===== config.mk =====
export PLATFORM = sky130hd
export DESIGN_NAME = dac_frame_tx
export DESIGN_NICKNAME = d
export VERILOG_FILES = /design/src/rtl/dft_pkg.sv /design/src/rtl/dft_clk_div.sv /design/src/rtl/dft_byte_shifter.sv /design/src/rtl/dft_frame_ctrl.sv /design/src/rtl/dac_frame_tx.sv
export SDC_FILE = /design/constraint.sdc
export NUM_CORES = 1
export LEC_CHECK = 0
export ABC_AREA = 0
export BUFFER_PORTS_ARGS = -buffer_cell sky130_fd_sc_hd__buf_2
export CORE_UTILIZATION = 45
export CTS_BUF_LIST = sky130_fd_sc_hd__clkbuf_16
export DETAILED_ROUTE_END_ITERATION = 10
export GPL_ROUTABILITY_DRIVEN = 0
export PLACE_DENSITY_LB_ADDON = 0.3
export SLEW_MARGIN = 20
export SYNTH_ARGS = -nofsm -noshare
export SYNTH_HDL_FRONTEND = slang
export SYNTH_SLANG_ARGS = --single-unit
export TNS_END_PERCENT = 10

===== constraint.sdc =====
create_clock -name clk -period 3.7 [get_ports clk]
set_input_delay 0.37 -clock clk [delete_from_list [all_inputs] [get_ports clk]]
set_output_delay 0.37 -clock clk [all_outputs]
set_load 0.01 [all_outputs]

===== src/rtl/dft_pkg.sv =====
package dft_pkg;
  localparam int CODE_W  = 12;
  localparam int BYTE_W  = 8;
  localparam int NBYTES  = 2;
  localparam int FRAME_W = NBYTES * BYTE_W;
  localparam int PAD_W   = FRAME_W - CODE_W;
  localparam int BIT_IW  = $clog2(BYTE_W);
  localparam int BYTE_IW = (NBYTES > 1) ? $clog2(NBYTES) : 1;

  typedef enum logic [1:0] {ST_IDLE, ST_SHIFT, ST_GAP, ST_PULSE} dft_state_e;

  // Padding bits sit above the code; frame MSB is the first bit on the wire.
  function automatic logic [FRAME_W-1:0] frame_of(input logic [CODE_W-1:0] c);
    return {{PAD_W{1'b0}}, c};
  endfunction

  // Image of byte slot idx as the LSB-first engine must hold it:
  // buffer bit b is the frame bit sent b-th within that byte.
  function automatic logic [BYTE_W-1:0] lsb_first_image(
      input logic [FRAME_W-1:0] f, input int unsigned idx);
    logic [BYTE_W-1:0] img;
    for (int b = 0; b < BYTE_W; b++) img[b] = f[FRAME_W-1-idx*BYTE_W-b];
    return img;
  endfunction
endpackage


===== src/rtl/dft_clk_div.sv =====
module dft_clk_div #(
  parameter int DIV_W = 8
) (
  input  logic             clk,
  input  logic             rst_n,
  input  logic             en,
  input  logic [DIV_W-1:0] half,
  output logic             tick
);
  logic [DIV_W-1:0] cnt;
  logic [DIV_W-1:0] lim;

  function automatic logic [DIV_W-1:0] half_limit(input logic [DIV_W-1:0] h);
    return (h == '0) ? '0 : h - 1'b1;
  endfunction

  assign lim  = half_limit(half);
  assign tick = en && (cnt == lim);

  always_ff @(posedge clk or negedge rst_n) begin
    if (!rst_n)      cnt <= '0;
    else if (!en)    cnt <= '0;
    else if (tick)   cnt <= '0;
    else             cnt <= cnt + 1'b1;
  end
endmodule


===== src/rtl/dft_byte_shifter.sv =====
module dft_byte_shifter #(
  parameter int W = 8
) (
  input  logic         clk,
  input  logic         rst_n,
  input  logic         load,
  input  logic [W-1:0] load_val,
  input  logic         shift,
  output logic         sdata
);
  logic [W-1:0] buf_q;

  always_ff @(posedge clk or negedge rst_n) begin
    if (!rst_n)     buf_q <= '0;
    else if (load)  buf_q <= load_val;
    else if (shift) buf_q <= {1'b0, buf_q[W-1:1]};
  end

  assign sdata = buf_q[0];


  no_load_shift_chk: assert property (@(posedge clk) disable iff (!rst_n)
    !(load && shift));
endmodule


===== src/rtl/dft_frame_ctrl.sv =====
module dft_frame_ctrl
  import dft_pkg::*;
#(
  parameter int DIV_W = 8,
  parameter int TMR_W = 8
) (
  input  logic              clk,
  input  logic              rst_n,
  input  logic              start,
  input  logic [CODE_W-1:0] code,
  input  logic              load_mode,
  input  logic [DIV_W-1:0]  half_div,
  input  logic [TMR_W-1:0]  load_delay,
  input  logic [TMR_W-1:0]  load_width,
  input  logic              tick,
  output logic              div_en,
  output logic [DIV_W-1:0]  half_q,
  output logic              ld,
  output logic [BYTE_W-1:0] ld_val,
  output logic              sh,
  output logic              sclk_o,
  output logic              sync_n_o,
  output logic              ldac_n_o,
  output logic              busy,
  output logic              done
);
  localparam logic [BIT_IW-1:0]  LAST_BIT  = BIT_IW'(BYTE_W - 1);
  localparam logic [BYTE_IW-1:0] LAST_BYTE = BYTE_IW'(NBYTES - 1);

  dft_state_e         st;
  logic [FRAME_W-1:0] frame_r;
  logic [TMR_W-1:0]   dly_r, wid_r, cnt;
  logic [BIT_IW-1:0]  bit_i;
  logic [BYTE_IW-1:0] byte_i;
  logic               sclk_r, sync_r, ldac_r, auto_r, done_r;

  // named internal events
  logic accept, rise_evt, fall_evt, byte_turn, frame_end;

  function automatic logic [TMR_W-1:0] width_load(input logic [TMR_W-1:0] w);
    return (w == '0) ? '0 : w - 1'b1;
  endfunction

  assign accept    = start && (st == ST_IDLE);
  assign fall_evt  = (st == ST_SHIFT) && tick && sclk_r;
  assign rise_evt  = (st == ST_SHIFT) && tick && !sclk_r;
  assign byte_turn = rise_evt && (bit_i == LAST_BIT) && (byte_i != LAST_BYTE);
  assign frame_end = rise_evt && (bit_i == LAST_BIT) && (byte_i == LAST_BYTE);

  assign ld     = accept || byte_turn;
  assign ld_val = accept ? lsb_first_image(frame_of(code), 0)
                         : lsb_first_image(frame_r, int'(byte_i) + 1);
  assign sh     = rise_evt && (bit_i != LAST_BIT);
  assign div_en = (st == ST_SHIFT);

  always_ff @(posedge clk or negedge rst_n) begin
    if (!rst_n) begin
      st      <= ST_IDLE;
      frame_r <= '0;
      half_q  <= '0;
      dly_r   <= '0;
      wid_r   <= '0;
      cnt     <= '0;
      bit_i   <= '0;
      byte_i  <= '0;
      sclk_r  <= 1'b1;
      sync_r  <= 1'b1;
      ldac_r  <= 1'b1;
      auto_r  <= 1'b0;
      done_r  <= 1'b0;
    end else begin
      done_r <= 1'b0;
      unique case (st)
        ST_IDLE: if (accept) begin
          frame_r <= frame_of(code);
          half_q  <= half_div;
          dly_r   <= load_delay;
          wid_r   <= load_width;
          auto_r  <= !load_mode;
          ldac_r  <= 1'b1;
          sync_r  <= 1'b0;
          sclk_r  <= 1'b1;
          bit_i   <= '0;
          byte_i  <= '0;
          st      <= ST_SHIFT;
        end
        ST_SHIFT: begin
          if (fall_evt) sclk_r <= 1'b0;
          if (rise_evt) begin
            sclk_r <= 1'b1;
            if (bit_i != LAST_BIT) bit_i <= bit_i + 1'b1;
            else                   bit_i <= '0;
          end
          if (byte_turn) byte_i <= byte_i + 1'b1;
          if (frame_end) begin
            sync_r <= 1'b1;
            byte_i <= '0;
            if (auto_r) begin
              done_r <= 1'b1;
              st     <= ST_IDLE;
            end else begin
              cnt <= dly_r;
              st  <= ST_GAP;
            end
          end
        end
        ST_GAP: begin
          if (cnt == '0) begin
            ldac_r <= 1'b0;
            cnt    <= width_load(wid_r);
            st     <= ST_PULSE;
          end else cnt <= cnt - 1'b1;
        end
        ST_PULSE: begin
          if (cnt == '0) begin
            ldac_r <= 1'b1;
            done_r <= 1'b1;
            st     <= ST_IDLE;
          end else cnt <= cnt - 1'b1;
        end
        default: st <= ST_IDLE;
      endcase
    end
  end

  assign sclk_o   = sclk_r;
  assign sync_n_o = sync_r;
  assign ldac_n_o = auto_r ? 1'b0 : ldac_r;
  assign busy     = (st != ST_IDLE);
  assign done     = done_r;


  idle_lines_chk: assert property (@(posedge clk) disable iff (!rst_n)
    !busy |-> (sclk_o && sync_n_o));

  sclk_fall_sync_chk: assert property (@(posedge clk) disable iff (!rst_n)
    $fell(sclk_o) |-> !sync_n_o);

  busy_start_ignored_chk: assert property (@(posedge clk) disable iff (!rst_n)
    (busy && start) |=> $stable(frame_r));

  done_single_chk: assert property (@(posedge clk) disable iff (!rst_n)
    done |=> !done);

  done_not_busy_chk: assert property (@(posedge clk) disable iff (!rst_n)
    done |-> !busy);
endmodule


===== src/rtl/dac_frame_tx.sv =====
module dac_frame_tx #(
  parameter int DIV_W = 8,
  parameter int TMR_W = 8
) (
  input  logic             clk,
  input  logic             rst_n,
  input  logic             start,
  input  logic [11:0]      code,
  input  logic             load_mode,
  input  logic [DIV_W-1:0] half_div,
  input  logic [TMR_W-1:0] load_delay,
  input  logic [TMR_W-1:0] load_width,
  output logic             sclk,
  output logic             sdata,
  output logic             sync_n,
  output logic             ldac_n,
  output logic             busy,
  output logic             done
);
  import dft_pkg::*;

  logic              div_en, tick, ld, sh;
  logic [DIV_W-1:0]  half_q;
  logic [BYTE_W-1:0] ld_val;

  dft_clk_div #(.DIV_W(DIV_W)) u_div (
    .clk(clk), .rst_n(rst_n), .en(div_en), .half(half_q), .tick(tick));

  dft_byte_shifter #(.W(BYTE_W)) u_shift (
    .clk(clk), .rst_n(rst_n), .load(ld), .load_val(ld_val),
    .shift(sh), .sdata(sdata));

  dft_frame_ctrl #(.DIV_W(DIV_W), .TMR_W(TMR_W)) u_ctrl (
    .clk(clk), .rst_n(rst_n), .start(start), .code(code),
    .load_mode(load_mode), .half_div(half_div), .load_delay(load_delay),
    .load_width(load_width), .tick(tick), .div_en(div_en), .half_q(half_q),
    .ld(ld), .ld_val(ld_val), .sh(sh), .sclk_o(sclk), .sync_n_o(sync_n),
    .ldac_n_o(ldac_n), .busy(busy), .done(done));


  sdata_hold_chk: assert property (@(posedge clk) disable iff (!rst_n)
    !sclk |=> (sclk || $stable(sdata)));
endmodule


==> results.md, run 1 <==
- Core Area: 0.00769 mm^2
- Final WS setup: 0.341 ns
- Status: finished, violations left
- Post-Layout Cell Count: 550
- Pre-CTS setup slack: 0.342 ns
- Initial antenna violation count: 0
- Flops & latches, synth: 67
- Avg Inst Size Synth: 8.89 um^2
- Reg-to-Reg Start: u_ctrl.half_q[0]
- Syn-to-layout area delta: 16.9%
- Async SR Flop Fraction: 100%
- Num Clock Sinks: 67
- Critical Path RT: 3.91 ns
- Die Span X: 91.0 um
- Initial core utilization: 46.4%
- First-pass GRT wire length: 13.4 mm
- Failing checks: DRC
- Area taken by multi-input logic gates: 0.00172 mm^2
- Leakage: 2.03 nW
- Worst Setup Start Kind: flop
- # setup viols final: 0
- Pwr per Cell Area: 378 mW/mm^2
- Compound-Gate Fraction of Synth Area: 15.0%
- Die Ht: 91.0 um
- Final min period: 3.36 ns
- Routed Antenna Nets: 0
- Total CTS buffers: 9
- Synth Warn #: 0
- Syn Std Cell Area: 0.00356 mm^2
- Post-CTS Setup Inserts: 0
- I/O pin count: 46
- R2R cell count: 9
- Diodes inserted: 0
- Pre-antenna DRT Iters: 7
- Tot Pwr: 1.57 mW
- Yosys cell types: 50
- Placed cells: 534
- Maximum fanout along the worst path: 8
- Slew at the pin with the worst max-slew slack: 0.656 ns
- Vias per inst: 5.36
- Initial DRC Count: 124
- Ratio of cells with drive above 1 in the final layout: 17.2%
- Vias: 2947
- Max-cap violations: 0
- DR DRC count: 1
- Syn Nets: 449
- Synth cell count leaders: 95 x nand2_1, 64 x dfrtp_1, 29 x o21ai_0, 24 x nor2_1, 23 x inv_1
- # hold bufs at CTS: 0
- Die Footprint: 0.00828 mm^2
- CTS tree: done
- Sequential area share after synthesis: 47.2%
- HP Class: input pin to async pin
- RSZ-0062 raised after global routing: false
- Post-synth top area cell: dfrtp_1
- IO Port Bufs: 45
- CP Class: flop to flop
- Layout net count: 491
- Top FF cell, synth: dfrtp_1
- Post-synthesis instance total: 401
- Clk_lat worst skew: 0.33 ns
- Largest net degree at the start of global routing: 44
- Post-DP HPWL: 5.47 mm
- Number of synthesized flops with an enable pin: 0
- Worst VDD drop: 0.000304 V
- Fin. max-slew vios: 0
- R2R Setup Slk: 0.34 ns
- All-Layer GR Usage: 20.4%
- Reg area: 0.00168 mm^2
- Hold WS: 0.0318 ns
- Multiplexer area fraction after synthesis: 1.54%
- Vias in the first global route: 2945
- Count leader, synth: nand2_1
- Remaining Overflow, GRT: 0
- CTS Root Cell: clkbuf_16
- Largest family of logic cells by synthesized area: simple AND/OR/NAND/NOR gates
- Yosys top cell area share: 44.9%
- Setup TNS: 0 ns
- Post-Synth Simple-Gate Area: 23.5%
- DR WL/cell: 13.9 um
- Max Freq: 298 MHz
- Fillcell total: 737
- Clock Path Buffers: 2
- Adder-cell share of the synthesized area: 2.81%
- Final period util: 90.8%
- Synth top area cells: dfrtp_1 45%, nand2_1 10%, o21ai_0 4.1%
- Worst Path Arrival: 3.57 ns
- Clk pin slew, worst setup/hold paths: 0.05 ns
- Post-CTS sizing: 0
- Rel. slew slack: 56.3%
- Post-Route WL: 7.67 mm
- H-tree Lvls: 3
- FP Rows: 32
- Area share of xor/xnor cells in the synthesized design: 5.41%
- CP Capture Type: flop
- RR Endpoint: u_ctrl.cnt[2]
- Max Clock Skew: 0.00492 ns
- Fin. Hold Viols: 0
## worst max-delay path: stages, from the launching register on
cell and delay (ns):
dfrtp_1 0.41, inv_1 0.11, ha_1 0.22, or4b_1 0.59
or4b_1 0.52, and3_1 0.21, nor4_4 0.18, nand3_2 0.10
or4_1 0.61, o221a_1 0.29
## placed cells by master, fill, tap and decap left out, types with 6 or more instances in the layout
| master | n |
|---|---|
| xnor2_1 | 10 |
| a21oi_1 | 6 |
| buf_2 | 45 |
| o21ai_0 | 29 |
| nor4_1 | 6 |
| dfrtp_1 | 64 |
| nand2_1 | 95 |
| nand3_1 | 6 |
| o22ai_1 | 7 |
| nor2_1 | 24 |
| inv_1 | 24 |
| clkbuf_16 | 9 |
| nor3_1 | 7 |
| xor2_1 | 12 |
| ha_1 | 8 |
| buf_4 | 6 |
| and3_1 | 10 |
## report_power, final
part	internal [mW]	leakage [nW]	switching (mW)
Sequential	0.734	0.853	0
Clock	0.512	0.144	0.294
Combinational	0.0155	1.03	0.0198
Total	1.26	2.03	0.314
## flip-flops by register name, indices dropped and copies added (netlist names), 3 cells and up, named ones only
register and flops:
u_ctrl.frame_r 8, u_ctrl.wid_r 8, u_ctrl.cnt 8, u_shift.buf_q 8, u_ctrl.half_q 8, u_div.cnt 8
u_ctrl.bit_i 3, u_ctrl.dly_r 8
## final cells by class
cell class | count | area share (%)
Multi-Input combinational cell | 291 | 41.2
Sequential cell | 67 | 40.3
Tap cell | 102 | 3.06
Timing Repair Buffer | 51 | 6.49
Clock buffer | 9 | 5.41
Clock inverter | 7 | 1.44
Inverter | 23 | 2.07
## layer usage
| layer | track usage, % | share of wire (%) | up-vias |
|---|---|---|---|
| li1 | - | - | 1478 |
| met1 | 27.2 | 48 | 1412 |
| met2 | 32.1 | 47 | 48 |
| met3 | 5.53 | 3.5 | 9 |
| met4 | 7.14 | 1.3 | 0 |
| met5 | 0 | 0 | - |
## cells by family after synthesis
family / Yosys count
xor+xnor: 22
buf+inv: 43
compound gates: 79
flops: 67
simple gates: 177
mux: 5
fa+ha+maj: 8
## through the flow
stage / cell area, um^2 / util (%)
floorplan: 3560 / -
global placement: 3880 / 50.5
detailed placement: 3880 / 50.5
CTS: 4170 / 54.2
global route: 4170 / 54.2
finish: 4170 / 54.2
## worst max-delay path by stage
stage | end | slack [ns] | startpoint | depth (start not counted)
after global placement | u_ctrl.cnt[5] | 0.43 | u_ctrl.half_q[0] | 9
after floorplan | u_ctrl.cnt[2] | 0.50 | u_ctrl.half_q[0] | 11
after global routing | u_ctrl.cnt[2] | 0.13 | u_ctrl.half_q[0] | 9
after detailed placement | u_ctrl.cnt[6] | 0.34 | u_ctrl.half_q[0] | 9
final | u_ctrl.cnt[2] | 0.34 | u_ctrl.half_q[0] | 9
after CTS | u_ctrl.cnt[2] | 0.33 | u_ctrl.half_q[0] | 9
Note: power is estimated with default switching activity, not from simulation.
==> inputs of run 2 (changes only) <==
Settings changed: BUFFER_PORTS_ARGS -buffer_cell sky130_fd_sc_hd__buf_2 to -buffer_cell sky130_fd_sc_hd__buf_4, CORE_ASPECT_RATIO set to 2, CORE_UTILIZATION 45 to 30.
==> results.md, run 2 (synthesis results as in run 1) <==
- Status: completed
- Num Clock Sinks: 67 (unchanged)
- Post-Route WL: 8.71 mm (+13%)
- Pre-antenna DRT Iters: 4 (-3)
- CTS Root Cell: clkbuf_16
- Area taken by multi-input logic gates: 0.00172 mm^2 (unchanged)
- RSZ-0062 raised after global routing: false
- Post-CTS Setup Inserts: 0 (unchanged)
- Max Clock Skew: 0.00768 ns (+0.00277 ns)
- Diodes inserted: 0 (unchanged)
- Total CTS buffers: 9 (unchanged)
- # hold bufs at CTS: 0 (unchanged)
- WL met2: 4.80 mm (+33%)
- R2R Setup Slk: 0.31 ns (-0.03 ns)
- Initial antenna violation count: 0 (unchanged)
- Core Area: 0.0116 mm^2 (+51%)
- Placed cells: 576 (+7.9%)
- Remaining Overflow, GRT: 0 (unchanged)
- I/O pin count: 46 (unchanged)
- DR DRC count: 0 (-1)
- DR WL met3: 326 um (+21%)
- Fin area: 0.00432 mm^2 (+3.8%)
- Die Span X: 79.1 um (-13%)
- Max Used Layer: met4
- Post-Layout Cell Count: 591 (+7.5%)
- Leakage: 2.07 nW (+1.7%)
- Maximum fanout along the worst path: 8 (unchanged)
- Max-cap violations: 0 (unchanged)
- Routed Antenna Nets: 0 (unchanged)
- First-pass GRT wire length: 14.7 mm (+9.5%)
- Hold WS: 0.133 ns (+0.101 ns)
- Final period util: 91.6% (+0.81 points)
- Rel. slew slack: 42.3% (-14 points)
- Vias in the first global route: 3008 (+2.1%)
- Vias per inst: 4.99 (-6.8%)
- Reg area: 0.00168 mm^2 (unchanged)
- Largest net degree at the start of global routing: 68 (+55%)
- Initial DRC Count: 170 (+37%)
- Clk pin slew, worst setup/hold paths: 0.06 ns (about the same)
- Met1 wire length: 3.26 mm (-12%)
- Critical Path RT: 3.92 ns (about the same)
- CP Capture Type: flop
- Fin. max-slew vios: 0 (unchanged)
- Layout net count: 490 (-0.20%)
- Vias: 2952 (+0.17%)
- Slew at the pin with the worst max-slew slack: 0.866 ns (+0.210 ns)
- Setup TNS: 0 ns (unchanged)
- Most frequent cells in the layout: 95 x nand2_1, 64 x dfrtp_1, 50 x buf_4
- H-tree Lvls: 3 (unchanged)
- # setup viols final: 0 (unchanged)
- Worst Setup Start Kind: flop
- Initial core utilization: 30.6% (-16 points)
- Ratio of cells with drive above 1 in the final layout: 16.8% (-0.37 points)
- Worst Path Arrival: 3.61 ns (+0.04 ns)
- Fillcell total: 1229 (+67%)
- Cell Area, Placed: 0.00404 mm^2 (+4.1%)
- HP Class: input pin to async pin
- Post-DP HPWL: 6.57 mm (+20%)
- Clock Path Buffers: 2 (unchanged)
- CP Class: flop to flop
- Post-CTS sizing: 0 (unchanged)
- CTS tree: done
- Max Freq: 295 MHz (-0.88%)
- DR WL/cell: 14.7 um (+5.6%)
- Commonest non-fill, non-tap cell in the layout: nand2_1
- Fin. Hold Viols: 0 (unchanged)
- Die Ht: 156 um (+72%)
- Worst VDD drop: 0.000211 V (-31%)
- FP Rows: 56 (+75%)
- Pwr per Cell Area: 370 mW/mm^2 (-2.2%)
- Final min period: 3.39 ns (+0.0300 ns)
- IO Port Bufs: 45 (unchanged)
- Clk_lat worst skew: 0.33 ns (about the same)
- Syn-to-layout area delta: 21.3%
- Die Footprint: 0.0123 mm^2 (+49%)
- All-Layer GR Usage: 15.7% (-4.7 points)
==> run 2: changes by cell type in the layout (fill, tap and decap cells not counted) <==
| cell | before | now |
|---|---|---|
| buf_2 | 45 | 0 |
| buf_4 | 6 | 50 |
| clkinv_2 | 3 | 1 |
| clkinv_4 | 0 | 1 |
==> run 2: cell type report <==
class	count	area share [%]
Multi-Input combinational cell	291	39.7
Sequential cell	67	38.9
Timing Repair Buffer	50	8.68
Clock buffer	9	5.21
Tap cell	145	4.20
Inverter	23	2.00
Clock inverter	6	1.36
==> run 2: power breakdown <==
part / internal (mW) / switching [mW]
clock network: 0.512 / 0.308
logic: 0.0261 / 0.0199
registers: 0.733 / 0
total: 1.27 / 0.328
==> run 2: routing by layer <==
layer / global-route usage, % / vias to the layer above
met3: 3.92 / 20
met2: 28.3 / 67
met1: 16.2 / 1402
met5: 0 / -
li1: - / 1463
met4: 8.66 / 0
==> run 2: path summary, 6_finish.rpt <==
path,end,cells past startpoint,from
worst min register to register,u_ctrl.frame_r[2],2,u_ctrl.frame_r[2]
worst min-delay path,u_ctrl.dly_r[0],1,rst_n
max in group asynchronous,u_shift.buf_q[6],1,rst_n
worst max-delay path,u_ctrl.cnt[2],9,u_ctrl.half_q[0]
worst max register to register,u_ctrl.cnt[2],9,u_ctrl.half_q[0]
min in group clk,u_ctrl.auto_r,2,load_mode
==> run 2: per-stage QoR <==
step | utilization (%) | setup WS (ns) | total power, mW
after floorplan | - | 0.500 | 0.747
after global placement | 34.7 | 0.407 | 0.793
after detailed placement | 34.7 | 0.335 | 0.794
after CTS | 37.2 | 0.321 | 1.62
after global routing | 37.2 | 0.117 | 1.66
final | 37.2 | 0.311 | 1.60
==> run 2: worst max-delay path, stage by stage (launching register included) <==
cell	delay, ns
dfrtp_1	0.41
inv_1	0.11
ha_1	0.21
or4b_1	0.58
or4b_1	0.54
and3_1	0.22
nor4_4	0.20
nand3_2	0.11
or4_1	0.61
o221a_1	0.29
==> inputs of run 3 (changes only) <==
Settings changed: ABC_AREA 0 to 1, GPL_TIMING_DRIVEN set to 0.
==> results.md, run 3 <==
- Status: completed
- Beginning of the critical path: u_ctrl.half_q[0]
- Die Span X: 82.7 um (+4.6%)
- Commonest non-fill, non-tap cell in the layout: nand2_1
- Async SR Flop Fraction: 100% (unchanged)
- Largest Register: u_ctrl.frame_r
- IO Port Bufs: 45 (unchanged)
- HP Class: input pin to async pin
- Top FF cell, synth: dfrtp_1
- Ratio of cells with drive above 1 in the final layout: 12.9% (-3.9 points)
- Max-cap violations: 0 (unchanged)
- Yosys top cell area share: 43.6% (-1.4 points)
- Max FFs per register: 12
- Worst Setup Start Kind: flop
- Placed cells: 724 (+26%)
- Post-synthesis instance total: 529 (+32%)
- Worst Path Arrival: 2.72 ns (-0.89 ns)
- Pwr per Cell Area: 544 mW/mm^2 (+47%)
- Avg Inst Size Synth: 7.38 um^2 (-17%)
- Clk_lat worst skew: 0.34 ns (about the same)
- Num Clock Sinks: 71 (+6.0%)
- CP Capture Type: flop
- # setup viols final: 0 (unchanged)
- Synth cell count leaders: 187 x nand2_1, 68 x dfrtp_1, 55 x inv_1, 44 x nand3_1
- CTS tree: done
- Total CTS buffers: 9 (unchanged)
- Final min period: 2.49 ns (-0.898 ns)
- Post-DP HPWL: 7.75 mm (+18%)
- Final period util: 67.3% (-24 points)
- Initial DRC Count: 177 (+4.1%)
- Fin. max-slew vios: 0 (unchanged)
- Flops & latches, synth: 71 (+6.0%)
- Remaining Overflow, GRT: 0 (unchanged)
- Diodes inserted: 0 (unchanged)
- Vias per inst: 4.73 (-5.3%)
- Maximum fanout along the worst path: 10 (+2)
- Vias in the first global route: 3654 (+21%)
- Clock Path Buffers: 2 (unchanged)
- I/O pin count: 46 (unchanged)
- DR DRC count: 0 (unchanged)
- Core Area: 0.0126 mm^2 (+8.6%)
- Worst VDD drop: 0.000250 V (+18%)
- Tot Pwr: 2.55 mW (+59%)
- H-tree Lvls: 3 (unchanged)
- CP Class: flop to flop
- All-Layer GR Usage: 16.7% (+0.98 points)
- Sequential area share after synthesis: 45.6% (-1.6 points)
- Post-CTS Setup Inserts: 0 (unchanged)
- Synth top area cells: dfrtp_1 44%, nand2_1 18%, nand3_1 5.6%
- Syn Nets: 577 (+29%)
- Die Ht: 163 um (+4.6%)
- Syn-to-layout area delta: 20.1%
- Yosys cell types: 32 (-36%)
- # hold bufs at CTS: 0 (unchanged)
- Vias: 3500 (+19%)
- Max Freq: 401 MHz (+36%)
- FP Rows: 58 (+3.6%)
- Rel. slew slack: 38.6% (-3.7 points)
- Post-Layout Cell Count: 740 (+25%)
- Post-synth top area cell: dfrtp_1
- Fin. Hold Viols: 0 (unchanged)
- Leakage: 2.48 nW (+20%)
- Setup TNS: 0 ns (unchanged)
- Clk pin slew, worst setup/hold paths: 0.06 ns (about the same)
- Largest net degree at the start of global routing: 72 (+5.9%)
- Post-Route WL: 10.0 mm (+15%)
- Die Footprint: 0.0135 mm^2 (+9.4%)
- DR WL/cell: 13.5 um (-8.2%)
- Routed Antenna Nets: 0 (unchanged)
- Slew at the pin with the worst max-slew slack: 0.921 ns (+0.0557 ns)
- Synth Warn #: 0 (unchanged)
- Number of synthesized flops with an enable pin: 0 (unchanged)
- First-pass GRT wire length: 16.8 mm (+14%)
- Max Clock Skew: 0.00819 ns (+0.000509 ns)
- Final WS setup: 1.21 ns (+0.898 ns)
- Final core occ: 37.1% (-0.039 points)
- Count leader, synth: nand2_1
- Reg-to-Reg Start: u_ctrl.half_q[0]
- Critical Path RT: 3.93 ns (about the same)
- RSZ-0062 raised after global routing: false
- Pre-antenna DRT Iters: 4 (unchanged)
- Layout net count: 633 (+29%)
- Post-CTS sizing: 0 (unchanged)
- Most frequent cells in the layout: 187 x nand2_1, 68 x dfrtp_1, 56 x inv_1
- Initial antenna violation count: 0 (unchanged)
- Initial core utilization: 30.9% (+0.30 points)
- Syn Std Cell Area: 0.00391 mm^2 (+9.6%)
- CTS Root Cell: clkbuf_16
- Pre-CTS setup slack: 1.24 ns (+0.905 ns)
run 3: routing by layer:
metal / vias up / global-route usage, % / wire [um]
li1: 1805 / - / -
met1: 1621 / 17.1 / 3820
met2: 54 / 30.6 / 5540
met3: 20 / 3.74 / 307
met4: 0 / 7.99 / 340
met5: - / 0 / 0
run 3: report_power, final:
group          internal (mW)  leakage (nW)  switching, mW
clock network          0.441         0.129          0.324
logic                  0.276          1.47          0.417
registers              0.965         0.884          0.127
run 3: final timing paths:
kind | cells past startpoint | to | slack, ns
min in group clk | 3 | u_ctrl.dly_r[6] | 0.23
hold reg to reg | 2 | u_ctrl.frame_r[6] | 0.46
setup / recovery | 15 | u_shift.buf_q[1] | 1.21
max in group asynchronous | 1 | u_ctrl.dly_r[7] | 2.92
setup reg to reg | 15 | u_shift.buf_q[1] | 1.21
hold / removal | 1 | u_ctrl.half_q[5] | 0.15
run 3: worst max-delay path: stages (launching register included):
cell     delay (ns)
dfrtp_1        0.39
inv_1          0.14
ha_1           0.25
nand2_2        0.11
nand2_1        0.09
nand2_1        0.05
o21ai_0        0.17
nand2_1        0.10
nor2_1         0.09
nand3_1        0.13
nor2_4         0.17
nand4_2        0.27
nand3_2        0.21
inv_2          0.08
nand2_1        0.06
nand2_1        0.05
run 3: cells by family after synthesis:
group           after synthesis  synth area share [%]
fa+ha+maj                     8                  2.56
compound gates               64                  9.06
buf+inv                      73                  7.05
flops                        71                  45.6
xor+xnor                     13                  2.91
simple gates                300                  32.8
run 3: layout make-up:
cell class | instances | area, um^2
flip-flops and latches | 71 | 1780
clock inverters | 7 | 32.5
inverters | 61 | 230
repair buffers | 45 | 338
well taps | 150 | 188
plain buffers | 12 | 45.0
multi-input cells | 385 | 1850
clock buffers | 9 | 225
fillers | 1341 | 7940
run 3: through the flow:
stage          cell area, um^2  hold slack, ns
2_1_floorplan             3910          0.0744
3_3_place_gp              4430           0.451
3_5_place_dp              4430           0.458
4_1_cts                   4690           0.211
5_1_grt                   4690           0.216
6_report                  4690           0.148
